==> config.mk <==
export PLATFORM = sky130hd
export DESIGN_NAME = txd_queue_mgr
export DESIGN_NICKNAME = d
export VERILOG_FILES = /design/src/rtl/txq_pkg.sv /design/src/rtl/txq_fifo.sv /design/src/rtl/txq_link_table.sv /design/src/rtl/txq_ctrl.sv /design/src/rtl/txd_queue_mgr.sv
export SDC_FILE = /design/constraint.sdc
export NUM_CORES = 1
export LEC_CHECK = 0
export ABC_CLOCK_PERIOD_IN_PS = 5250
export BUFFER_PORTS_ARGS = -buffer_cell sky130_fd_sc_hd__buf_2
export CAP_MARGIN = 40
export CORE_ASPECT_RATIO = 1.5
export CORE_MARGIN = 4
export CORE_UTILIZATION = 30
export CTS_CLUSTER_SIZE = 10
export DETAILED_ROUTE_END_ITERATION = 8
export GPL_TIMING_DRIVEN = 1
export SETUP_SLACK_MARGIN = 0.02
export SLEW_MARGIN = 20
export SYNTH_ARGS = -nofsm -noshare
export SYNTH_HDL_FRONTEND = slang
export SYNTH_SLANG_ARGS = --single-unit
==> constraint.sdc <==
create_clock -name clk -period 5.25 [get_ports clk]
set_input_delay 0.2625 -clock clk [delete_from_list [all_inputs] [get_ports clk]]
set_output_delay 0.2625 -clock clk [all_outputs]
set_load 0.005 [all_outputs]
==> src/rtl/txq_pkg.sv <==
package txq_pkg;
    typedef enum logic [1:0] {
        ST_IDLE   = 2'd0,
        ST_APPEND = 2'd1,
        ST_REPLY  = 2'd2,
        ST_UNLINK = 2'd3
    } txq_state_e;
endpackage

==> src/rtl/txq_fifo.sv <==
module txq_fifo #(
    parameter int WIDTH = 8,
    parameter int DEPTH = 4
) (
    input  logic             clk,
    input  logic             rst_n,
    input  logic             push,
    input  logic [WIDTH-1:0] push_data,
    input  logic             pop,
    output logic [WIDTH-1:0] pop_data,
    output logic             full,
    output logic             empty
);
    localparam int AW = (DEPTH > 1) ? $clog2(DEPTH) : 1;
    localparam int CW = AW + 1;

    logic [WIDTH-1:0] mem [DEPTH];
    logic [AW-1:0]    wr_ptr, rd_ptr;
    logic [CW-1:0]    cnt;

    always_ff @(posedge clk) begin
        if (push) mem[wr_ptr] <= push_data;
    end

    always_ff @(posedge clk) begin
        if (!rst_n) begin
            wr_ptr <= '0;
            rd_ptr <= '0;
            cnt    <= '0;
        end else begin
            if (push) wr_ptr <= wr_ptr + 1'b1;
            if (pop)  rd_ptr <= rd_ptr + 1'b1;
            unique case ({push, pop})
                2'b10:   cnt <= cnt + 1'b1;
                2'b01:   cnt <= cnt - 1'b1;
                default: cnt <= cnt;
            endcase
        end
    end

    assign pop_data = mem[rd_ptr];
    assign full     = (cnt == CW'(DEPTH));
    assign empty    = (cnt == '0);

    // R1 (pending instance) and R7 (release instance): no write into a full queue
    assert_no_overflow_R1: assert property (@(posedge clk) disable iff (!rst_n)
        push |-> !full);
    // no read from an empty queue
    assert_no_underflow_R10: assert property (@(posedge clk) disable iff (!rst_n)
        pop |-> !empty);
endmodule

==> src/rtl/txq_link_table.sv <==
module txq_link_table #(
    parameter int NUM_VC   = 8,
    parameter int NUM_DESC = 16
) (
    input  logic                        clk,
    input  logic                        rst_n,
    input  logic                        op_append,
    input  logic                        op_unlink,
    input  logic [$clog2(NUM_VC)-1:0]   op_vc,
    input  logic [$clog2(NUM_DESC)-1:0] op_id,
    output logic [$clog2(NUM_DESC):0]   cur_head
);
    localparam int DW = $clog2(NUM_DESC);
    localparam int PW = DW + 1;
    localparam logic [PW-1:0] NULL_PTR = {PW{1'b1}};

    logic [PW-1:0] head_q [NUM_VC];
    logic [PW-1:0] tail_q [NUM_VC];
    logic [PW-1:0] next_q [NUM_DESC];
    logic [PW-1:0] cur_tail;

    assign cur_head = head_q[op_vc];
    assign cur_tail = tail_q[op_vc];

    always_ff @(posedge clk) begin
        if (!rst_n) begin
            for (int v = 0; v < NUM_VC; v++) begin
                head_q[v] <= NULL_PTR;
                tail_q[v] <= NULL_PTR;
            end
            for (int d = 0; d < NUM_DESC; d++) next_q[d] <= NULL_PTR;
        end else if (op_append) begin
            next_q[op_id] <= NULL_PTR;
            if (cur_head == NULL_PTR) head_q[op_vc] <= {1'b0, op_id};
            else                      next_q[cur_tail[DW-1:0]] <= {1'b0, op_id};
            tail_q[op_vc] <= {1'b0, op_id};
        end else if (op_unlink && cur_head != NULL_PTR) begin
            head_q[op_vc] <= next_q[cur_head[DW-1:0]];
            if (cur_head == cur_tail) tail_q[op_vc] <= NULL_PTR;
        end
    end

    // head and tail of a circuit are null together
    assert_empty_consistent_R6: assert property (@(posedge clk) disable iff (!rst_n)
        (cur_head == NULL_PTR) == (cur_tail == NULL_PTR));
    // removing the sole entry leaves the circuit empty
    assert_last_unlink_R6: assert property (@(posedge clk) disable iff (!rst_n)
        (op_unlink && cur_head != NULL_PTR && cur_head == cur_tail)
        |=> head_q[$past(op_vc)] == NULL_PTR);
    // append and unlink never coincide
    assert_single_op_R9: assert property (@(posedge clk) disable iff (!rst_n)
        !(op_append && op_unlink));
endmodule

==> src/rtl/txq_ctrl.sv <==
module txq_ctrl
    import txq_pkg::*;
#(
    parameter int NUM_VC   = 8,
    parameter int NUM_DESC = 16
) (
    input  logic                        clk,
    input  logic                        rst_n,
    input  logic                        pend_empty,
    input  logic [$clog2(NUM_VC)-1:0]   pend_vc,
    input  logic [$clog2(NUM_DESC)-1:0] pend_id,
    output logic                        pend_pop,
    input  logic                        sch_req,
    input  logic [$clog2(NUM_VC)-1:0]   sch_vc,
    output logic                        sch_ready,
    input  logic                        exh_valid,
    input  logic [$clog2(NUM_VC)-1:0]   exh_vc,
    output logic                        exh_ready,
    input  logic                        rel_full,
    output logic                        rel_push,
    output logic [$clog2(NUM_DESC)-1:0] rel_data,
    input  logic [$clog2(NUM_DESC):0]   cur_head,
    output logic                        op_append,
    output logic                        op_unlink,
    output logic [$clog2(NUM_VC)-1:0]   op_vc,
    output logic [$clog2(NUM_DESC)-1:0] op_id,
    output logic                        rsp_valid,
    output logic [$clog2(NUM_DESC)-1:0] rsp_id,
    output logic                        rsp_none
);
    localparam int VW = $clog2(NUM_VC);
    localparam int DW = $clog2(NUM_DESC);
    localparam int PW = DW + 1;
    localparam logic [PW-1:0] NULL_PTR = {PW{1'b1}};

    txq_state_e state_q, state_d;
    logic [VW-1:0] vc_q;
    logic [DW-1:0] id_q;
    logic take_exh, take_sch, take_pend, head_null;

    assign head_null = (cur_head == NULL_PTR);
    assign take_exh  = (state_q == ST_IDLE) && exh_valid && !rel_full;
    assign take_sch  = (state_q == ST_IDLE) && sch_req && !take_exh;
    assign take_pend = (state_q == ST_IDLE) && !pend_empty && !take_exh && !sch_req;

    always_comb begin
        state_d = state_q;
        unique case (state_q)
            ST_IDLE: begin
                if      (take_exh)  state_d = ST_UNLINK;
                else if (take_sch)  state_d = ST_REPLY;
                else if (take_pend) state_d = ST_APPEND;
            end
            ST_APPEND: state_d = ST_IDLE;
            ST_REPLY:  state_d = ST_IDLE;
            ST_UNLINK: state_d = ST_IDLE;
        endcase
    end

    always_ff @(posedge clk) begin
        if (!rst_n) begin
            state_q <= ST_IDLE;
            vc_q    <= '0;
            id_q    <= '0;
        end else begin
            state_q <= state_d;
            if (state_q == ST_IDLE) begin
                vc_q <= take_exh ? exh_vc : (take_sch ? sch_vc : pend_vc);
                id_q <= pend_id;
            end
        end
    end

    always_comb begin
        exh_ready = 1'b0;
        sch_ready = 1'b0;
        pend_pop  = 1'b0;
        op_append = 1'b0;
        op_unlink = 1'b0;
        rel_push  = 1'b0;
        rsp_valid = 1'b0;
        rsp_none  = 1'b0;
        rsp_id    = '0;
        unique case (state_q)
            ST_IDLE: begin
                exh_ready = !rel_full;
                sch_ready = !(exh_valid && !rel_full);
                pend_pop  = take_pend;
            end
            ST_APPEND: op_append = 1'b1;
            ST_REPLY: begin
                rsp_valid = 1'b1;
                rsp_none  = head_null;
                rsp_id    = head_null ? '0 : cur_head[DW-1:0];
            end
            ST_UNLINK: begin
                op_unlink = 1'b1;
                rel_push  = !head_null;
            end
        endcase
    end

    assign op_vc    = vc_q;
    assign op_id    = id_q;
    assign rel_data = cur_head[DW-1:0];

    // a response follows exactly one accepted request
    assert_rsp_after_req_R3: assert property (@(posedge clk) disable iff (!rst_n)
        rsp_valid |-> $past(sch_req && sch_ready));
    // at most one job taken per cycle
    assert_one_grant_R9: assert property (@(posedge clk) disable iff (!rst_n)
        $onehot0({pend_pop, sch_req && sch_ready, exh_valid && exh_ready}));
    // a release push never meets a full queue
    assert_release_room_R7: assert property (@(posedge clk) disable iff (!rst_n)
        rel_push |-> !rel_full);
    // not-available only with a response
    assert_none_in_reply_R4: assert property (@(posedge clk) disable iff (!rst_n)
        rsp_none |-> rsp_valid);
endmodule

==> src/rtl/txd_queue_mgr.sv <==
module txd_queue_mgr #(
    parameter int NUM_VC     = 8,
    parameter int NUM_DESC   = 16,
    parameter int PEND_DEPTH = 4,
    parameter int REL_DEPTH  = 4
) (
    input  logic                        clk,
    input  logic                        rst_n,
    input  logic                        pq_valid,
    input  logic [$clog2(NUM_VC)-1:0]   pq_vc,
    input  logic [$clog2(NUM_DESC)-1:0] pq_id,
    output logic                        pq_ready,
    input  logic                        sch_req,
    input  logic [$clog2(NUM_VC)-1:0]   sch_vc,
    output logic                        sch_ready,
    output logic                        rsp_valid,
    output logic [$clog2(NUM_DESC)-1:0] rsp_id,
    output logic                        rsp_none,
    input  logic                        exh_valid,
    input  logic [$clog2(NUM_VC)-1:0]   exh_vc,
    output logic                        exh_ready,
    output logic                        rel_valid,
    output logic [$clog2(NUM_DESC)-1:0] rel_id,
    input  logic                        rel_pop
);
    localparam int VW = $clog2(NUM_VC);
    localparam int DW = $clog2(NUM_DESC);
    localparam int PW = DW + 1;

    logic          pend_full, pend_empty, pend_pop;
    logic [VW+DW-1:0] pend_data;
    logic          rel_full, rel_empty, rel_push;
    logic [DW-1:0] rel_data;
    logic [PW-1:0] cur_head;
    logic          op_append, op_unlink;
    logic [VW-1:0] op_vc;
    logic [DW-1:0] op_id;

    assign pq_ready  = !pend_full;
    assign rel_valid = !rel_empty;

    txq_fifo #(.WIDTH(VW + DW), .DEPTH(PEND_DEPTH)) u_pend (
        .clk       (clk),
        .rst_n     (rst_n),
        .push      (pq_valid && !pend_full),
        .push_data ({pq_vc, pq_id}),
        .pop       (pend_pop),
        .pop_data  (pend_data),
        .full      (pend_full),
        .empty     (pend_empty)
    );

    txq_fifo #(.WIDTH(DW), .DEPTH(REL_DEPTH)) u_rel (
        .clk       (clk),
        .rst_n     (rst_n),
        .push      (rel_push),
        .push_data (rel_data),
        .pop       (rel_pop && !rel_empty),
        .pop_data  (rel_id),
        .full      (rel_full),
        .empty     (rel_empty)
    );

    txq_link_table #(.NUM_VC(NUM_VC), .NUM_DESC(NUM_DESC)) u_table (
        .clk       (clk),
        .rst_n     (rst_n),
        .op_append (op_append),
        .op_unlink (op_unlink),
        .op_vc     (op_vc),
        .op_id     (op_id),
        .cur_head  (cur_head)
    );

    txq_ctrl #(.NUM_VC(NUM_VC), .NUM_DESC(NUM_DESC)) u_ctrl (
        .clk        (clk),
        .rst_n      (rst_n),
        .pend_empty (pend_empty),
        .pend_vc    (pend_data[VW+DW-1:DW]),
        .pend_id    (pend_data[DW-1:0]),
        .pend_pop   (pend_pop),
        .sch_req    (sch_req),
        .sch_vc     (sch_vc),
        .sch_ready  (sch_ready),
        .exh_valid  (exh_valid),
        .exh_vc     (exh_vc),
        .exh_ready  (exh_ready),
        .rel_full   (rel_full),
        .rel_push   (rel_push),
        .rel_data   (rel_data),
        .cur_head   (cur_head),
        .op_append  (op_append),
        .op_unlink  (op_unlink),
        .op_vc      (op_vc),
        .op_id      (op_id),
        .rsp_valid  (rsp_valid),
        .rsp_id     (rsp_id),
        .rsp_none   (rsp_none)
    );
endmodule

* Word level (Yosys, flattened, before mapping) *
Memories as Yosys holds them, arrays and structs flattened. A register that Yosys moved wholly into a read port is not among the register bits.
Index checks and enable logic that the tools add are counted.

storage, ports and cells
  register bits after elaboration = 23
  memories kept = 5
  input port bits = 19
  word-level logic and storage cells = 131
  RAM bits = 204
  output and inout port bits = 14

memory list
  name            depth  bits a word  rd ports  clocked after memory_dff  write ports  RTL line              text
  u_table.next_q  16     5            1         0                         16           txq_link_table.sv:19  logic [PW-1:0] next_q [NUM_DESC];
  u_table.head_q  8      5            1         1                         8            txq_link_table.sv:17  logic [PW-1:0] head_q [NUM_VC];
  u_table.tail_q  8      5            1         1                         8            txq_link_table.sv:18  logic [PW-1:0] tail_q [NUM_VC];
  u_pend.mem      4      7            1         1                         1            txq_fifo.sv:17        logic [WIDTH-1:0] mem [DEPTH];
  u_rel.mem       4      4            1         1                         1            txq_fifo.sv:17

cells by class
  $add $sub $neg = 8
  bitwise gates (word level) = 2
  mux-type cells = 65
  reductions and logical operators = 29
  equal/unequal tests = 13

operators with widths
  kind                 number
  $mux 1               37
  $mux 5               6
  $mux 3               8
  $reduce_or 5->1      4
  $mux 4               4
  $mux 2               7
  $pmux 3 s2           2
  $logic_and 1x1->1    11
  $add 2x1->2 const B  4
  $eq 2x2->1 const B   4
  $logic_not 1->1      8
  $add 3x1->3 const B  2
  $eq 2x1->1 const B   3
  $eq 3x3->1 const B   2
  $logic_not 3->1      2
  $sub 3x1->3 const B  2
  $eq 5x5->1           1
  $eq 5x5->1 const B   1
  $ne 5x5->1 const B   1
  $ne 4x1->1 const B   1
  $pmux 2 s2           1
  $reduce_bool 2->1    2
  $reduce_or 3->1      1
  $logic_not 2->1      1
  $or 1x1->1           2

* Depth between registers and ports, before layout *
Gate-level depths: netlist of run 1.

  word-level depth = 10
  mapped depth = 16
  gate-level depth less buffers = 12

* Cells and area by module *
Synthesis of run 1 repeated with hierarchy kept, for this count alone.

unflattened totals
  cells, all modules = 937
  area, all modules = 11178.2 sq um

modules (own cells, without submodules)
  module             instances  seq. area each (sq um)  cells an instance  area each (sq um)
  txq_link_table     1          4644.5                  717                8101.5
  txq_fifo (u_pend)  1          1021.0                  83                 1463.9
  txq_fifo (u_rel)   1          660.6                   66                 1028.5
  txq_ctrl           1          180.2                   67                 564.3
  txd_queue_mgr      1          0.0                     4                  20.0

* Worst setup path after synthesis of run 1 *
No wires, ideal clock.

  path type = flip-flop to flip-flop
  start = register with a tool-made name
  end = register u_rel.cnt[2]
  clock period less this slack = 3.125 ns
  setup time = 0.076 ns
  arrival time = 3.049 ns
  buffers on the path = 3
  cell stages (with the launch flop) = 16
  required time = 5.174 ns
  setup slack = 2.125 ns
  cell sequence = dfxtp_1 > clkbuf_2 > buf_4 > mux4_1 > mux2i_4 > nor4_2 > nand2_4 > and3_1 > clkbuf_1 > inv_1 > ha_1 > inv_1 > fa_1 > xor2_1 > or3_1 > a21boi_0

RTL lines
  item                    RTL line        text
  end signal: assignment  txq_fifo.sv:34  2'b10: cnt <= cnt + 1'b1;
  end signal: assignment  txq_fifo.sv:35  2'b01: cnt <= cnt - 1'b1;
  end signal: assignment  txq_fifo.sv:36  default: cnt <= cnt;
  end: declaration        txq_fifo.sv:19  logic [CW-1:0] cnt;

==> impl_metrics.ini, run 1 <==
[run_status]
run_status = complete, no violations

[timing]
timing.slew.headroom_pct = 39.9
max_slew.worst_pin.slew_ns = 0.902
setup-violations-final = 0
final_layout_worst_hold_slack_ns = 0.0862
fin_crit_sh_pct = 75.7
clock.fmax_mhz = 252
clock_skew_ns = 0.0126
finalHoldViolations = 0
final_max_slew_viol_count = 0
post-route-min-period_ns = 3.97
rsz0062_at_grt = no
sum_neg_setup_slack_ns = 0

[setup_path]
critical_path_endpoint_category = flop
cp_slowest_stage_delay_ns = 0.72
worstPathRequired_ns = 5.71
rr_endpoint = u_rel.cnt[2]
cp_top_family = simple AND/OR/NAND/NOR gates
critical_path_class = flop to flop
worst-path-stages = 13
crit_path_frequent_cell = sky130_fd_sc_hd__inv_1
r2r_slack_ns = 1.28
sequence_of_cells_on_the_critical_path = buf_4 > mux4_2 > mux2i_4 > nor4_2 > nand2_4 > and3_1 > inv_1 > ha_1 > inv_1 > fa_1 > xor2_1 > or3_1 > a21boi_0
cp.buffers_inverters = 3
critPathArrivalTime_ns = 4.43
timing.critical_path.from_type = flop
critical_path.max_fanout = 13
worstRegToRegCells = 13
critical-path-slowest-cell = sky130_fd_sc_hd__dfxtp_1

[placed_design]
dp_hpwl_mm = 18.0
place.gp.congestion = 0.813
buffer_ports.inserted = 32

[logic_synthesis]
synth.cell_area_sq_um = 10800
synthesis.nets = 843
yosysTopAreaCellShare_pct = 52.3
synthArstFlopShare_pct = 0
ys_ff_latch = 234
synth_edf_count = 188
ys_seq_area_share_pct = 60.9
ys_warn_count = 0
synth_top_flop_cell = sky130_fd_sc_hd__edfxtp_1
synth_cell_types = 49
synth.avg_cell_area_sq_um = 13.3
yosys.area.top_type = sky130_fd_sc_hd__edfxtp_1
synthesized_netlist_cell_count = 812
yosys-top-cells-area = sky130_fd_sc_hd__edfxtp_1 (52%), sky130_fd_sc_hd__dfxtp_1 (8.5%), sky130_fd_sc_hd__mux4_2 (5.8%)

[route]
drc_errors = 0
antenna_violating_nets_post_route = 0
drt-vias-per-instance = 4.81
wl_per_cell_um = 18.7
detail_route.first_pass.iterations = 5
route.final.wire_length_mm = 25.2
routed-via-count = 6470
detailed_route_iter0_violations = 469

[clock_tree]
tritoncts = done
clock-sinks = 234
cts_root_buf = sky130_fd_sc_hd__clkbuf_16
cts_setup_buffers = 0
clk_pin_slew_ns = 0.06
latest_clock_arrival_within_the_worst_skew_pair_ns = 0.54
cts.htree.levels = 1
cts-root-to-sink-buffers = 3
inserted_clock_buffers = 28

[layout]
diodes = 0
layout.nets = 881
top_library_cells_by_usage_in_the_layout_fill_and_taps_aside = sky130_fd_sc_hd__edfxtp_1 (188), sky130_fd_sc_hd__or2_2 (72), sky130_fd_sc_hd__mux2i_1 (48)
layout_commonest_cell = sky130_fd_sc_hd__edfxtp_1
area.sequential_sq_um = 6570
filler_cell_count = 3498
share_of_post_route_cells_with_drive_strength_above_1_pct = 21.9
multiInputGateArea_sq_um = 3950
flow.area_growth_from_synthesis_pct = 14.7

[grt]
overflow = 0
antenna_found_initial = 0
grt_pass1_vias = 6725
first_pass_grt_wire_length_mm = 39.0
grt_use_total_pct = 12.9
grt_max_degree = 60

[floorplanning]
number_of_top_level_pins = 33
dieHeight_um = 240
std_cell_rows = 84
floorplan.initialDensity_pct = 30.6
die_w_um = 163
core_region_area_sq_um = 35300
dieArea_sq_um = 39100

[worst_hold_path]
hold_class = input pin to flop
timing.hold.worst_path_depth = 3
holdCritStartpoint = exh_vc[1]

[power_and_ir_drop]
worst_ir_drop_vdd_mv = 0.263
powerDensity_nw_per_um2 = 340
power_leakage_uw = 0.00348

[flow_run]
drv.max_cap_violation_count = 0
==> kinds of logic after synthesis <==
group	synth area share [%]
AND/OR/NAND/NOR	16.3
flip-flops	60.9
multiplexers	12.0
AO/OA/AOI/OAI	5.38
buffers and inverters	2.63
XOR/XNOR	1.37
adder cells (fa/ha/maj)	1.53
==> routing by layer <==
metal	GRT usage (%)	part of all wire, %	vias up
li1	-	-	3054
met1	14.8	38	3200
met3	1.71	4.4	55
met4	5.11	3.3	0
met5	0	0	-
met2	24.3	54	161
==> worst reg2reg max path, cell delays in order, from the launching register on <==
cell	delay, ns
sky130_fd_sc_hd__dfxtp_1	0.72
sky130_fd_sc_hd__buf_4	0.31
sky130_fd_sc_hd__mux4_2	0.29
sky130_fd_sc_hd__mux2i_4	0.14
sky130_fd_sc_hd__nor4_2	0.62
sky130_fd_sc_hd__nand2_4	0.14
sky130_fd_sc_hd__and3_1	0.31
sky130_fd_sc_hd__inv_1	0.10
sky130_fd_sc_hd__ha_1	0.20
sky130_fd_sc_hd__inv_1	0.08
sky130_fd_sc_hd__fa_1	0.37
sky130_fd_sc_hd__xor2_1	0.15
sky130_fd_sc_hd__or3_1	0.30
sky130_fd_sc_hd__a21boi_0	0.17
==> final cells by class <==
type | count | area share [%]
clock inverters | 3 | 0.162
flip-flops and latches | 234 | 53.1
well taps | 473 | 4.78
inverters | 24 | 0.728
repair buffers | 50 | 2.79
multi-input cells | 512 | 31.9
clock buffers | 49 | 6.55
==> timing repair <==
item / 4_1_cts / 5_1_grt
gates resized for setup: 0 / 0
endpoints found under the setup margin: 0 / 0
hold buffers: 7 / 0
endpoints found under the hold margin: 28 / 0
==> sequential cells by signal (all words and copies together) (netlist names), 3 cells and up, named ones only <==
signal and flops:
u_rel.cnt 3, u_pend.mem 28, u_ctrl.op_id 4, u_table.next_q 80, u_rel.mem 16, u_pend.cnt 3, u_table.tail_q 40, u_table.head_q 40
u_ctrl.op_vc 3
==> power by group <==
part / leakage, uW / switching, uW / total, uW / internal, uW
sequential: 0.00176 / 52.4 / 2090 / 2040
clock: 0.000391 / 733 / 1770 / 1040
combinational: 0.00134 / 220 / 349 / 129
==> stage by stage <==
| step | cells | util [%] | power [uW] | setup WS, ns | instance area, sq um |
|---|---|---|---|---|---|
| 6_report | 1345 | 35.0 | 4210 | 1.28 | 12400 |
| 5_1_grt | 1345 | 35.0 | 4370 | 1.04 | 12400 |
| 4_1_cts | 1345 | 35.0 | 4260 | 1.20 | 12400 |
| 3_5_place_dp | 1286 | 32.5 | 2480 | 1.23 | 11500 |
| 3_3_place_gp | 1285 | 32.4 | 2470 | 1.17 | 11400 |
| 2_1_floorplan | 812 | - | 2360 | 2.13 | 10800 |
==> synthesized netlist by cell type, types with 2 or more instances <==
| library cell | number |
|---|---|
| sky130_fd_sc_hd__nand3_1 | 31 |
| sky130_fd_sc_hd__a222oi_1 | 2 |
| sky130_fd_sc_hd__and3_1 | 5 |
| sky130_fd_sc_hd__nand3b_1 | 3 |
| sky130_fd_sc_hd__o211ai_1 | 2 |
| sky130_fd_sc_hd__edfxtp_1 | 188 |
| sky130_fd_sc_hd__clkbuf_1 | 29 |
| sky130_fd_sc_hd__buf_2 | 4 |
| sky130_fd_sc_hd__or2_2 | 72 |
| sky130_fd_sc_hd__inv_1 | 21 |
| sky130_fd_sc_hd__nor3_1 | 12 |
| sky130_fd_sc_hd__a22o_1 | 9 |
| sky130_fd_sc_hd__mux2i_1 | 49 |
| sky130_fd_sc_hd__nand2_1 | 43 |
| sky130_fd_sc_hd__mux4_1 | 3 |
| sky130_fd_sc_hd__xnor2_1 | 9 |
| sky130_fd_sc_hd__mux2i_4 | 3 |
| sky130_fd_sc_hd__or4_1 | 2 |
| sky130_fd_sc_hd__nand2b_1 | 44 |
| sky130_fd_sc_hd__fa_1 | 2 |
| sky130_fd_sc_hd__and2_1 | 26 |
| sky130_fd_sc_hd__inv_2 | 3 |
| sky130_fd_sc_hd__a221oi_1 | 8 |
| sky130_fd_sc_hd__a21boi_0 | 8 |
| sky130_fd_sc_hd__mux2_2 | 2 |
| sky130_fd_sc_hd__buf_6 | 2 |
| sky130_fd_sc_hd__ha_1 | 10 |
| sky130_fd_sc_hd__o21ai_0 | 29 |
| sky130_fd_sc_hd__nor2_1 | 30 |
| sky130_fd_sc_hd__a22oi_1 | 7 |
| sky130_fd_sc_hd__buf_1 | 2 |
| sky130_fd_sc_hd__dfxtp_1 | 46 |
| sky130_fd_sc_hd__mux4_2 | 28 |
| sky130_fd_sc_hd__nor2_2 | 2 |
| sky130_fd_sc_hd__or3_1 | 35 |
| sky130_fd_sc_hd__xor2_1 | 6 |
| sky130_fd_sc_hd__nor2b_1 | 6 |
| sky130_fd_sc_hd__a21oi_1 | 4 |
| sky130_fd_sc_hd__o21a_1 | 12 |
| sky130_fd_sc_hd__buf_4 | 4 |
==> worst max path at each step <==
stage | startpoint | to | slack [ns]
global placement | flop | u_table.head_q[7][2] | 1.17
finish | flop | u_rel.cnt[2] | 1.28
detailed placement | flop | u_rel.cnt[2] | 1.23
CTS | flop | u_rel.cnt[2] | 1.20
global route | flop | u_table.tail_q[3][2] | 1.04
floorplan | flop | u_rel.cnt[2] | 2.13
(Power assumes the default switching activity.)
==> inputs of run 2 (changes only) <==
--- a/config.mk
+++ b/config.mk
@@ -5,7 +5,7 @@
 export SDC_FILE = /design/constraint.sdc
 export NUM_CORES = 1
 export LEC_CHECK = 0
-export ABC_CLOCK_PERIOD_IN_PS = 5250
+export ABC_CLOCK_PERIOD_IN_PS = 3600
 export BUFFER_PORTS_ARGS = -buffer_cell sky130_fd_sc_hd__buf_2
 export CAP_MARGIN = 40
 export CORE_ASPECT_RATIO = 1.5
==> constraint.sdc (replaced) <==
create_clock -name clk -period 3.6 [get_ports clk]
set_input_delay 0.18 -clock clk [delete_from_list [all_inputs] [get_ports clk]]
set_output_delay 0.18 -clock clk [all_outputs]
set_load 0.005 [all_outputs]
==> run 2 against run 1 <==
Compared with the run above:
- clock-buffer cell count decreased by 1
- hold slack improved by 0.0013 ns
- first-iteration DRC count increased by 1.7%
- largest cell class unchanged
- highest routed layer unchanged
==> impl_metrics.ini, run 2 (synthesis results as in run 1) <==
[clock_tree]
inserted_clock_buffers = 27
cts_root_buf = sky130_fd_sc_hd__clkbuf_16
latest_clock_arrival_within_the_worst_skew_pair_ns = 0.54
tritoncts = done
cts_setup_buffers = 0
cts.htree.levels = 1
clk_pin_slew_ns = 0.06
total_of_cells_resized_after_clock_tree_synthesis = 0
clock-sinks = 234
cts-root-to-sink-buffers = 3

[route]
routed-via-count = 6462
route.final.wire_length_mm = 25.0
wl_per_cell_um = 18.3
antenna_violating_nets_post_route = 0
drc_errors = 0
drt-vias-per-instance = 4.74
detail_route.first_pass.iterations = 5
detailed_route_iter0_violations = 477

[worst_hold_path]
hold_class = input pin to flop

[setup_path]
worstPathRequired_ns = 4.01
critical_path_class = flop to flop
critical-path-slowest-cell = sky130_fd_sc_hd__a21oi_1
crit_path_frequent_cell = sky130_fd_sc_hd__buf_4
timing.critical_path.from_type = flop
critical_path.max_fanout = 44
sequence_of_cells_on_the_critical_path = buf_4 > buf_4 > mux4_2 > mux2i_4 > buf_12 > mux2i_1 > a22oi_1 > nand3_1 > a21oi_1 > or3_1
cp_slowest_stage_delay_ns = 0.57
critical_path_endpoint_category = flop
critPathArrivalTime_ns = 3.76

[placed_design]
place.gp.congestion = 0.829
dp_hpwl_mm = 17.9
placed_area_sq_um = 11600
buffer_ports.inserted = 32

[timing]
finalHoldViolations = 0
final_max_slew_viol_count = 0
timing.slew.headroom_pct = 46.2
max_slew.worst_pin.slew_ns = 0.806
setup-violations-final = 0
clock.fmax_mhz = 299
fin_crit_sh_pct = 93.1
clock_skew_ns = 0.0101
post-route-min-period_ns = 3.35
sum_neg_setup_slack_ns = 0
final_layout_worst_hold_slack_ns = 0.0875
rsz0062_at_grt = no

[layout]
regs_by_ff_count = u_table.next_q (80), u_table.head_q (40), u_table.tail_q (40)
summed_area_of_non_filler_cells_in_the_final_layout_sq_um = 12400
register_ranked_first_by_flip_flop_count = u_table.next_q
layout.nets = 899
diodes = 0
final_util_pct = 35.2
top_library_cells_by_usage_in_the_layout_fill_and_taps_aside = sky130_fd_sc_hd__edfxtp_1 (188), sky130_fd_sc_hd__or2_2 (72), sky130_fd_sc_hd__mux2i_1 (48)
largest_reg_flops = 80
layout_commonest_cell = sky130_fd_sc_hd__edfxtp_1
flow.area_growth_from_synthesis_pct = 15.4
share_of_post_route_cells_with_drive_strength_above_1_pct = 23.1

[floorplanning]
std_cell_rows = 84
number_of_top_level_pins = 33
dieArea_sq_um = 39100
die_w_um = 163
floorplan.initialDensity_pct = 30.6
core_region_area_sq_um = 35300
dieHeight_um = 240

[power_and_ir_drop]
worst_ir_drop_vdd_mv = 0.410
power_leakage_uw = 0.00355
share_seq_of_total_power_pct = 50.3
power.share.clock_pct = 40.7
powerDensity_nw_per_um2 = 485
power_switching_share_pct = 24.0
comb_power_share_pct = 9.0
internal_power_uw = 4580
power.switching_uw = 1450

[run_status]
run_status = complete, no violations

[grt]
grt_pass1_vias = 6816
first_pass_grt_wire_length_mm = 38.7
grt_use_total_pct = 12.8
antenna_found_initial = 0
grt_max_degree = 59
overflow = 0

[flow_run]
drv.max_cap_violation_count = 0
-- run 2: cell types whose count changed in the layout (fill, tap and decap cells not counted) --
cell                            before  now
sky130_fd_sc_hd__inv_6               0    1
sky130_fd_sc_hd__buf_4               9   27
sky130_fd_sc_hd__clkbuf_16          29   27
sky130_fd_sc_hd__clkbuf_8            1    0
sky130_fd_sc_hd__clkinvlp_4          2    0
sky130_fd_sc_hd__buf_16              1    0
sky130_fd_sc_hd__dlygate4sd3_1       7    8
sky130_fd_sc_hd__buf_8               0    1
sky130_fd_sc_hd__clkbuf_1           19   21
-- run 2: critical path, delay by kind of cell (launching register included) --
family	cells	cell delay, ns
AO/OA/AOI/OAI	2	0.89
AND/OR/NAND/NOR	2	0.33
multiplexers	3	0.89
buffers and inverters	3	0.76
flip-flops	1	0.30
-- run 2: layout make-up --
cell class,count,area [sq um]
Clock buffer,48,754
Clock inverter,2,13.8
Fill cell,3528,22900
Inverter,24,90.1
Multi-Input combinational cell,512,3950
Sequential cell,234,6570
Tap cell,473,592
Timing Repair Buffer,69,478
-- run 2: worst paths after layout --
check / startpoint / endpoint / slack [ns] / cells after the start
worst max-delay path: flop / u_table.head_q[2][3] / 0.25 / 10
worst min-delay path: exh_valid / u_ctrl.state_q[1] / 0.09 / 4
worst max register to register: flop / u_table.head_q[2][3] / 0.25 / 10
worst min register to register: u_table.next_q[10][4] / u_table.next_q[10][4] / 0.46 / 1
-- run 2: routing by layer --
layer,routed length [um],up-vias,part of all wire (%),global-route usage (%)
li1,-,3096,-,-
met1,9710,3130,39,14.6
met2,13100,179,52,23.4
met3,1070,57,4.3,1.70
met4,1110,0,4.4,6.46
met5,0,-,0,0
-- run 2: metrics by stage --
step	setup WS [ns]	total power (uW)	instances
after detailed placement	0.255	3630	1303
after global placement	0.293	3620	1303
after global routing	0.0352	6270	1362
after CTS	0.213	6090	1361
after floorplan	0.475	3440	812
final	0.250	6030	1362
-- run 2: power by group through the flow --
stage | Clock (uW) | Combinational, uW | Sequential [uW]
3_5_place_dp | 0 | 526 | 3100
4_1_cts | 2500 | 535 | 3050
3_3_place_gp | 0 | 518 | 3100
6_report | 2450 | 543 | 3040
5_1_grt | 2630 | 597 | 3040
2_1_floorplan | 0 | 385 | 3050
-- run 2: timing repair --
item,in CTS,in global routing
hold buffers,8,0
hold endpoints to repair,29,0
setup endpoints to repair,0,0
==> inputs of run 3 (changes only) <==
--- a/config.mk
+++ b/config.mk
@@ -14,7 +14,7 @@
 export CTS_CLUSTER_SIZE = 10
 export DETAILED_ROUTE_END_ITERATION = 8
 export GPL_TIMING_DRIVEN = 1
-export SETUP_SLACK_MARGIN = 0.02
+export SETUP_SLACK_MARGIN = 0.5
 export SLEW_MARGIN = 20
 export SYNTH_ARGS = -nofsm -noshare
 export SYNTH_HDL_FRONTEND = slang
==> run 3 against run 2 <==
Compared with the run above:
- design area rose by 1.9%
- clock skew rose by 0.014 ns
- critical path depth did not move
- cell count rose by 0.73%
- clock power barely moved
- worst setup slack improved by 0.35 ns
- maximum frequency rose by 12%
- clock-buffer cell count rose by 1
- routed wire length rose by 2.4%
- non-clock buffer count rose by 10
- largest cell class unchanged
- highest routed layer unchanged
==> impl_metrics.ini, run 3 (synthesis results as in run 1) <==
[run_status]
run_status = complete, no violations

[layout]
register_ranked_first_by_flip_flop_count = u_table.next_q
top_library_cells_by_usage_in_the_layout_fill_and_taps_aside = sky130_fd_sc_hd__edfxtp_1 (188), sky130_fd_sc_hd__or2_2 (72), sky130_fd_sc_hd__nand2b_1 (44), sky130_fd_sc_hd__dfxtp_1 (44), sky130_fd_sc_hd__nand2_1 (43)
share_of_post_route_cells_with_drive_strength_above_1_pct = 26.1
regs_by_ff_count = u_table.next_q (80), u_table.head_q (40), u_table.tail_q (40)
finalNonFillerCells = 1372
largest_reg_flops = 80
filler_cell_count = 3509
layout_commonest_cell = sky130_fd_sc_hd__edfxtp_1
diodes = 0
final_util_pct = 35.9
layout.nets = 909
flow.area_growth_from_synthesis_pct = 17.5

[route]
drc_errors = 0
route.final.wire_length_mm = 25.6
drt-vias-per-instance = 4.79
routed-via-count = 6571
detail_route.first_pass.iterations = 5
detailed_route_iter0_violations = 526
antenna_violating_nets_post_route = 0
wl_per_cell_um = 18.6

[clock_tree]
tritoncts = done
inserted_clock_buffers = 27
cts-root-to-sink-buffers = 3
clk_pin_slew_ns = 0.06
clock-sinks = 234
cts.htree.levels = 1
cts_root_buf = sky130_fd_sc_hd__clkbuf_16
latest_clock_arrival_within_the_worst_skew_pair_ns = 0.53

[floorplanning]
floorplan.initialDensity_pct = 30.6
std_cell_rows = 84
core_region_area_sq_um = 35300
dieArea_sq_um = 39100
number_of_top_level_pins = 33
die_w_um = 163
dieHeight_um = 240

[grt]
grt_max_degree = 59
overflow = 0
grt_use_total_pct = 13.1
grt_pass1_vias = 7032
first_pass_grt_wire_length_mm = 40.1
antenna_found_initial = 0

[setup_path]
critical_path.max_fanout = 18
sequence_of_cells_on_the_critical_path = buf_12 > mux4_2 > mux2i_4 > buf_12 > mux2i_1 > a22o_1 > a221oi_1 > a22oi_1 > buf_4 > nand3_1
cp.buffers_inverters = 3
critical_path_class = flop to flop
critical-path-slowest-cell = sky130_fd_sc_hd__mux4_2
cp_top_family = multiplexers
critPathArrivalTime_ns = 3.25
cp_slowest_stage_delay_ns = 0.54
rr_endpoint = u_table.head_q[3][1]
crit_path_frequent_cell = sky130_fd_sc_hd__buf_12
critical_path_endpoint_category = flop
timing.critical_path.from_type = flop
worstRegToRegCells = 10
worstPathRequired_ns = 3.84
r2r_slack_ns = 0.60

[placed_design]
placed_cells = 1306
dp_hpwl_mm = 18.3
buffer_ports.inserted = 32
place.gp.congestion = 0.865

[worst_hold_path]
holdCritStartpoint = sch_req
hold_class = input pin to flop
hold_path_end = u_ctrl.state_q[1]
timing.hold.worst_path_depth = 3

[timing]
timing.slew.headroom_pct = 46.0
final_layout_worst_hold_slack_ns = 0.0222
clock_skew_ns = 0.0240
setup-violations-final = 0
post-route-min-period_ns = 3.00
finalHoldViolations = 0
rsz0062_at_grt = yes
clock.fmax_mhz = 333
max_slew.worst_pin.slew_ns = 0.809
final_max_slew_viol_count = 0
sum_neg_setup_slack_ns = 0
fin_crit_sh_pct = 83.4

[power_and_ir_drop]
power_leakage_uw = 0.00364
worst_ir_drop_vdd_mv = 0.421
powerDensity_nw_per_um2 = 481

[flow_run]
drv.max_cap_violation_count = 0
run 3: changes by cell type in the layout (fill, tap and decap cells not counted), sizes merged:
cell,delta
clkbuf,+2
clkinv,-1
bufbuf,+1
buf,+8
run 3: per-layer routing:
layer  global-route usage [%]  vias up  wire (um)
met3                     1.59       54       1090
met2                     25.1      164      14000
met1                     14.8     3237       9580
met5                        0        -          0
li1                         -     3116          -
met4                     5.06        0        872
run 3: how the worst max path moves through the flow:
stage	endpoint	slack, ns	depth (start not counted)
finish	u_table.head_q[3][1]	0.60	10
detailed placement	u_table.tail_q[5][0]	0.33	11
floorplan	u_rel.cnt[2]	0.56	15
global route	u_rel.cnt[2]	0.48	13
global placement	u_table.tail_q[5][4]	0.37	11
CTS	u_table.head_q[7][3]	0.50	9
run 3: worst register-to-register path: cells and delay by family (launching register included):
kind / cells / cell delay (ns)
DFF: 1 / 0.37
muxes: 3 / 1.16
buffers and inverters: 3 / 0.59
and+or+nand+nor: 1 / 0.11
AOI/OAI and AO/OA: 3 / 0.49
run 3: cell type report:
class,instances,area [sq um],share of cell area [%]
Sequential cell,234,6570,51.8
Multi-Input combinational cell,512,4030,31.7
Clock buffer,49,779,6.15
Timing Repair Buffer,79,617,4.86
Tap cell,473,592,4.67
Inverter,24,90.1,0.710
Clock inverter,1,8.76,0.0691
run 3: where the power goes:
group / switching (uW) / internal (uW)
sequential: 66.8 / 2980
clock: 1030 / 1450
combinational: 346 / 232
total: 1440 / 4660
run 3: through the flow:
step,instance area [sq um],setup slack (ns),total power (uW)
after floorplan,10800,0.559,3440
after global placement,11600,0.370,3630
after detailed placement,11600,0.328,3640
after CTS,12600,0.504,6150
after global routing,12700,0.481,6340
final,12700,0.597,6100
run 3: timing repair:
item | CTS | global route
endpoints found under the setup margin | 85 | 85
hold buffers | 8 | 0
setup buffers | 2 | 4
pin swaps | 3 | 6
hold endpoints to repair | 30 | 0
resized for setup | 11 | 23
gates cloned | 1 | 1
